$ cat src/rtl/sfifo_pkg.sv
package sfifo_pkg;

  // Kind of occupancy change on one clock edge, encoded as {pop, push}
  typedef enum logic [1:0] {
    OCC_HOLD   = 2'b00,
    OCC_GROW   = 2'b01,
    OCC_SHRINK = 2'b10,
    OCC_SWAP   = 2'b11
  } occ_step_e;

  function automatic occ_step_e occ_classify(input logic push, input logic pop);
    return occ_step_e'({pop, push});
  endfunction

endpackage

$ cat src/rtl/sfifo_ram.sv
// Dual-port storage: one clock, write on edge, combinational read
module sfifo_ram #(
  parameter int ADDR_W = 4,
  parameter int DATA_W = 8
) (
  input  logic              clk,
  input  logic              wr_en,
  input  logic [ADDR_W-1:0] wr_addr,
  input  logic [DATA_W-1:0] wr_data,
  input  logic [ADDR_W-1:0] rd_addr,
  output logic [DATA_W-1:0] rd_data
);
  localparam int DEPTH = 1 << ADDR_W;

  logic [DATA_W-1:0] mem [DEPTH];

  always_ff @(posedge clk) begin
    if (wr_en) mem[wr_addr] <= wr_data;
  end

  assign rd_data = mem[rd_addr];
endmodule

$ cat src/rtl/sfifo_ptrs.sv
// Write and read pointers, full/empty flags and free-slot count from pointer distance
module sfifo_ptrs #(
  parameter int ADDR_W = 4
) (
  input  logic              clk,
  input  logic              rst,
  input  logic              push,
  input  logic              pop,
  output logic [ADDR_W-1:0] wr_ptr,
  output logic [ADDR_W-1:0] rd_ptr,
  output logic              full,
  output logic              empty,
  output logic [ADDR_W-1:0] free_slots
);
  localparam logic [ADDR_W-1:0] ONE = ADDR_W'(1);

  logic [ADDR_W-1:0] wr_next;
  logic [ADDR_W-1:0] rd_next;

  assign wr_next = wr_ptr + ONE;
  assign rd_next = rd_ptr + ONE;

  always_ff @(posedge clk) begin
    if (rst) begin
      wr_ptr <= '0;
      rd_ptr <= '0;
    end else begin
      if (push) wr_ptr <= wr_next;
      if (pop)  rd_ptr <= rd_next;
    end
  end

  assign empty      = (wr_ptr == rd_ptr);
  assign full       = (wr_next == rd_ptr);
  assign free_slots = rd_ptr - wr_ptr - ONE;
endmodule

$ cat src/rtl/sfifo_level.sv
// Occupancy counter driven by the per-edge handshake pattern
module sfifo_level #(
  parameter int ADDR_W = 4
) (
  input  logic              clk,
  input  logic              rst,
  input  logic              push,
  input  logic              pop,
  output logic [ADDR_W-1:0] count
);
  import sfifo_pkg::*;

  occ_step_e step;

  assign step = occ_classify(push, pop);

  always_ff @(posedge clk) begin
    if (rst) begin
      count <= '0;
    end else begin
      unique case (step)
        OCC_GROW:   count <= count + ADDR_W'(1);
        OCC_SHRINK: count <= count - ADDR_W'(1);
        default:    count <= count;
      endcase
    end
  end
endmodule

$ cat src/rtl/sfifo_top.sv
module sfifo_top #(
  parameter int DATA_W = 8,
  parameter int ADDR_W = 4
) (
  input  logic              clk,
  input  logic              rst,
  input  logic [DATA_W-1:0] in_data,
  input  logic              in_valid,
  output logic              in_ready,
  output logic [DATA_W-1:0] out_data,
  output logic              out_valid,
  input  logic              out_ready,
  output logic [ADDR_W-1:0] level,
  output logic [ADDR_W-1:0] free
);
  logic [ADDR_W-1:0] wr_ptr;
  logic [ADDR_W-1:0] rd_ptr;
  logic              full;
  logic              empty;
  logic              push;
  logic              pop;

  assign in_ready  = ~full;
  assign out_valid = ~empty;
  assign push      = in_valid & ~full;
  assign pop       = out_ready & ~empty;

  sfifo_ptrs #(.ADDR_W(ADDR_W)) u_ptrs (
    .clk        (clk),
    .rst        (rst),
    .push       (push),
    .pop        (pop),
    .wr_ptr     (wr_ptr),
    .rd_ptr     (rd_ptr),
    .full       (full),
    .empty      (empty),
    .free_slots (free)
  );

  sfifo_level #(.ADDR_W(ADDR_W)) u_level (
    .clk   (clk),
    .rst   (rst),
    .push  (push),
    .pop   (pop),
    .count (level)
  );

  sfifo_ram #(.ADDR_W(ADDR_W), .DATA_W(DATA_W)) u_ram (
    .clk     (clk),
    .wr_en   (push),
    .wr_addr (wr_ptr),
    .wr_data (in_data),
    .rd_addr (rd_ptr),
    .rd_data (out_data)
  );
endmodule

$ cat config.mk
export PLATFORM = sky130hd
export DESIGN_NAME = sfifo_top
export DESIGN_NICKNAME = d
export VERILOG_FILES = /design/src/rtl/sfifo_pkg.sv /design/src/rtl/sfifo_ram.sv /design/src/rtl/sfifo_ptrs.sv /design/src/rtl/sfifo_level.sv /design/src/rtl/sfifo_top.sv
export SDC_FILE = /design/constraint.sdc
export NUM_CORES = 1
export LEC_CHECK = 0
export BUFFER_PORTS_ARGS = -buffer_cell sky130_fd_sc_hd__buf_2
export CORE_MARGIN = 3
export CORE_UTILIZATION = 50
export CTS_BUF_LIST = sky130_fd_sc_hd__clkbuf_16
export DETAILED_ROUTE_END_ITERATION = 16
export MAX_ROUTING_LAYER = met4
export PLACE_DENSITY = 0.67
export RECOVER_POWER = 100
export SLEW_MARGIN = 15
export SYNTH_ARGS = -nofsm -noshare
export SYNTH_HDL_FRONTEND = slang
export SYNTH_SLANG_ARGS = --single-unit
$ cat constraint.sdc
create_clock -name clk -period 4.81 [get_ports clk]
set_clock_uncertainty 0.15 [all_clocks]
set_input_delay 0.7215 -clock clk [delete_from_list [all_inputs] [get_ports clk]]
set_output_delay 0.7215 -clock clk [all_outputs]
set_load 0.1 [all_outputs]
==> impl_table.tex <==
\begin{tabular}{lr}
\hline
Metric & Value \\
\hline
\multicolumn{2}{l}{\textbf{Detailed routing}} \\
\quad Pre-Repair DR Iteration Count & 4 \\
\quad DRC violation count after routing & 0 \\
\quad Vias & 2907 \\
\quad Routed via count divided by cell count & 5.85 \\
\quad Routed Antenna Nets & 0 \\
\quad DRT Wirelength & 11100 um \\
\quad WL per Instance & 22.3 um \\
\quad Initial drt markers & 332 \\
\multicolumn{2}{l}{\textbf{Timing}} \\
\quad Accumulated negative setup slack & 0 ns \\
\quad Final critical delay including setup and external delays & 3.99 ns \\
\quad Final number of setup-violating endpoints & 0 \\
\quad Max Fclk & 251 MHz \\
\quad Max-slew violation total from the final report & 0 \\
\quad Fin crit share & 82.9\% \\
\quad Headroom to the max-slew limit & 15.4\% \\
\quad Final Hold Vio Count & 0 \\
\quad Slew at the pin closest to its max-slew limit & 1.27 ns \\
\quad RSZ-0062 raised after global routing & no \\
\multicolumn{2}{l}{\textbf{Floorplanning}} \\
\quad Die X-Extent & 115 um \\
\quad Floorplan Core Area & 0.0115 mm2 \\
\quad Num rows & 39 \\
\quad Chip height & 115 um \\
\quad Ports placed on the boundary & 30 \\
\quad Starting density of the core & 51.4\% \\
\quad Die footprint & 0.0131 mm2 \\
\multicolumn{2}{l}{\textbf{Global route}} \\
\quad Total global routing track utilization & 19.3\% \\
\quad Antenna violations before repair & 0 \\
\quad Via count of the first global-routing pass & 2992 \\
\quad Total overflow reported by the global router & 0 \\
\quad Pin count of the biggest net entering global routing & 33 \\
\quad Global-route wire length before repair & 17500 um \\
\multicolumn{2}{l}{\textbf{Clock network}} \\
\quad Total CTS buffers & 17 \\
\quad Htree depth & 4 \\
\quad CTS tree & built \\
\quad Clock Latency Late Sink & 0.42 ns \\
\quad Clock root cell & sky130\_fd\_sc\_hd\_\_clkbuf\_16 \\
\quad Post-CTS Setup Inserts & 0 \\
\quad Reg clk slew, reported paths & 0.06 ns \\
\quad CTS sink cnt & 144 \\
\quad Post\_cts resized & 0 \\
\quad Number of hold-repair buffers added at the cts stage & 0 \\
\quad Clock Tree Buf Depth & 2 \\
\multicolumn{2}{l}{\textbf{Worst setup path}} \\
\quad Endpoint of the most critical register-to-register path & u\_level.count[2]\$\_SDFFE\_PP0P\_ \\
\quad Crit Path Max Fanout & 32 \\
\quad Critical Path Start Type & flop \\
\quad Setup slack of the most critical reg-to-reg path & 1.34 ns \\
\quad Type of destination of the critical path & output port \\
\quad Capture point of the critical path & out\_data[2] \\
\quad Start of the worst register-to-register path & u\_ptrs.wr\_ptr[0]\$\_SDFFE\_PP0P\_ \\
\quad Critical path type & reg -> out \\
\quad Worst Path Required & 3.94 ns \\
\quad Arrival time at the worst endpoint & 3.12 ns \\
\quad Depth of the worst register-to-register path & 13 \\
\multicolumn{2}{l}{\textbf{Synth}} \\
\quad Mapped Avg Cell Area & 19.4 um2 \\
\quad Share of the synthesized netlist area taken by xor and xnor gates & 2.21\% \\
\quad Ys flop type & sky130\_fd\_sc\_hd\_\_edfxtp\_1 \\
\quad Fraction of synthesis flops using an asynchronous set or reset pin & 0\% \\
\quad Main combinational cell family by area after synthesis & multiplexers \\
\quad Area fraction in and, or, nand and nor cells after synthesis & 5.18\% \\
\quad Adder and majority gate portion of the synthesized area & 2.67\% \\
\quad EDFF count, synth & 128 \\
\quad Count of cell types in the netlist & 38 \\
\quad Post-synthesis instance area & 0.00589 mm2 \\
\quad Total of warnings raised by yosys & 0 \\
\quad Number of nets produced by synthesis & 328 \\
\quad Portion of netlist area occupied by mux cells & 16.2\% \\
\quad Number of register bits inferred by synthesis & 144 \\
\quad Post-synthesis cell count & 304 \\
\quad Seq/Total Area, Yosys & 70.6\% \\
\quad Post-synthesis compound-gate area fraction & 1.72\% \\
\multicolumn{2}{l}{\textbf{Final layout}} \\
\quad Fin nets & 365 \\
\quad \# diodes & 0 \\
\quad Area Growth Syn to Fin & 13.4\% \\
\quad Share of post-route cells with drive strength above 1 & 24.9\% \\
\quad Area of all placed cells without fillers & 0.00669 mm2 \\
\quad Most common library cell in the layout ignoring fill and taps & sky130\_fd\_sc\_hd\_\_edfxtp\_1 \\
\quad Top library cells by usage in the layout, fill and taps aside & 128 x sky130\_fd\_sc\_hd\_\_edfxtp\_1, 40 x sky130\_fd\_sc\_hd\_\_mux4\_2, 18 x sky130\_fd\_sc\_hd\_\_clkbuf\_1 \\
\multicolumn{2}{l}{\textbf{Pwr}} \\
\quad Peak supply drop & 956 uV \\
\quad Pwr dens & 623 mW/mm2 \\
\quad Leakage power summed over all cells & 2.25 nW \\
\multicolumn{2}{l}{\textbf{Place}} \\
\quad Half-perimeter wire length after detailed placement & 6620 um \\
\quad Number of buffers added on ports & 29 \\
\quad RD Place Congestion & 0.859 \\
\quad Cell Area, Placed & 0.00617 mm2 \\
\multicolumn{2}{l}{\textbf{Worst hold path}} \\
\quad Hold Path Class & reg -> reg \\
\multicolumn{2}{l}{\textbf{Run}} \\
\quad Count of max-cap constraint violations & 0 \\
\multicolumn{2}{l}{\textbf{Outcome}} \\
\quad Result of the run & completed \\
\hline
\end{tabular}
[layer usage]
metal,vias to the layer above,wire (um),part of all wire [%],global-route usage (%)
li1,1304,-,-,-
met1,1489,4800,43,26.2
met2,99,5360,48,28.1
met3,15,706,6.4,4.92
met4,0,200,1.8,8.08
met5,-,0,0,-
[final cells by class]
type | count | area, um2
clock buffers | 17 | 425
clock inverters | 15 | 123
fillers | 825 | 4780
inverters | 5 | 18.8
multi-input cells | 142 | 1640
flip-flops and latches | 144 | 4170
well taps | 143 | 179
repair buffers | 31 | 135
[cells in the mapped netlist (2+ instances only)]
cell / number / share of area [%]
sky130_fd_sc_hd__clkbuf_1: 6 / 0.38
sky130_fd_sc_hd__ha_1: 11 / 2.3
sky130_fd_sc_hd__nand3_1: 3 / 0.25
sky130_fd_sc_hd__o21ai_0: 6 / 0.51
sky130_fd_sc_hd__dfxtp_1: 16 / 5.4
sky130_fd_sc_hd__xor2_1: 11 / 1.6
sky130_fd_sc_hd__nor2_1: 14 / 0.89
sky130_fd_sc_hd__o211ai_1: 2 / 0.25
sky130_fd_sc_hd__nor2b_1: 4 / 0.42
sky130_fd_sc_hd__or2_2: 2 / 0.21
sky130_fd_sc_hd__xnor2_1: 2 / 0.30
sky130_fd_sc_hd__inv_1: 5 / 0.32
sky130_fd_sc_hd__mux2_2: 2 / 0.38
sky130_fd_sc_hd__a21oi_1: 5 / 0.42
sky130_fd_sc_hd__mux2i_1: 3 / 0.51
sky130_fd_sc_hd__buf_2: 3 / 0.25
sky130_fd_sc_hd__or3_1: 2 / 0.21
sky130_fd_sc_hd__nand4_1: 2 / 0.21
sky130_fd_sc_hd__edfxtp_1: 128 / 65
sky130_fd_sc_hd__and3_1: 17 / 1.8
sky130_fd_sc_hd__nand2_1: 2 / 0.13
sky130_fd_sc_hd__mux4_2: 40 / 15
sky130_fd_sc_hd__nand2b_1: 2 / 0.21
sky130_fd_sc_hd__buf_1: 2 / 0.13
[state kept, by name, summed over array words and instances, names as in the netlist, named ones only]
register,cells
u_level.count,4
u_ptrs.wr_ptr,4
u_ptrs.rd_ptr,4
u_ram.mem,128
[kinds of logic (layout without fill, tap and decap cells)]
kind of cell               after synthesis  in the layout
AOI/OAI and AO/OA                       16             16
xor gates and xnor gates                14             14
adders and majority gates               12             12
buffers and inverters                   18             68
DFF                                    144            144
muxes                                   45             45
and+or+nand+nor                         55             55
[power breakdown]
group          leakage [nW]  switching, W  internal (W)
logic                 0.698       0.00107      0.000387
registers              1.29     0.0000466       0.00145
clock network         0.270      0.000500      0.000706
total                  2.25       0.00162       0.00255
[worst min-delay path by stage]
stage	start	to	slack [ns]	cells past startpoint
after floorplan	u_ptrs.wr_ptr[1]$_SDFFE_PP0P_	u_ptrs.wr_ptr[1]$_SDFFE_PP0P_	0.36	2
after global placement	u_level.count[2]$_SDFFE_PP0P_	u_level.count[2]$_SDFFE_PP0P_	0.36	2
after detailed placement	u_level.count[2]$_SDFFE_PP0P_	u_level.count[2]$_SDFFE_PP0P_	0.38	2
after CTS	u_level.count[2]$_SDFFE_PP0P_	u_level.count[2]$_SDFFE_PP0P_	0.39	2
after global routing	u_ptrs.wr_ptr[1]$_SDFFE_PP0P_	u_ptrs.wr_ptr[1]$_SDFFE_PP0P_	0.45	2
final	u_level.count[2]$_SDFFE_PP0P_	u_level.count[2]$_SDFFE_PP0P_	0.40	2
[critical path, stage by stage (launching register included)]
cell and delay (ns):
sky130_fd_sc_hd__dfxtp_2 0.31, sky130_fd_sc_hd__clkbuf_2 0.93, sky130_fd_sc_hd__mux4_2 0.65, sky130_fd_sc_hd__mux4_2 0.47, sky130_fd_sc_hd__buf_2 0.31
[through the flow]
step	power [W]	std cells	utilization, %	setup WS [ns]	hold WS [ns]
3_3_place_gp	0.00300	465	53.8	1.60	0.362
2_1_floorplan	0.00279	304	-	1.19	0.356
5_1_grt	0.00433	497	58.3	0.579	0.446
6_report	0.00416	497	58.3	0.823	0.400
4_1_cts	0.00421	497	58.6	1.21	0.392
3_5_place_dp	0.00302	465	53.8	1.48	0.382
Note: power is estimated with default switching activity, not from simulation.
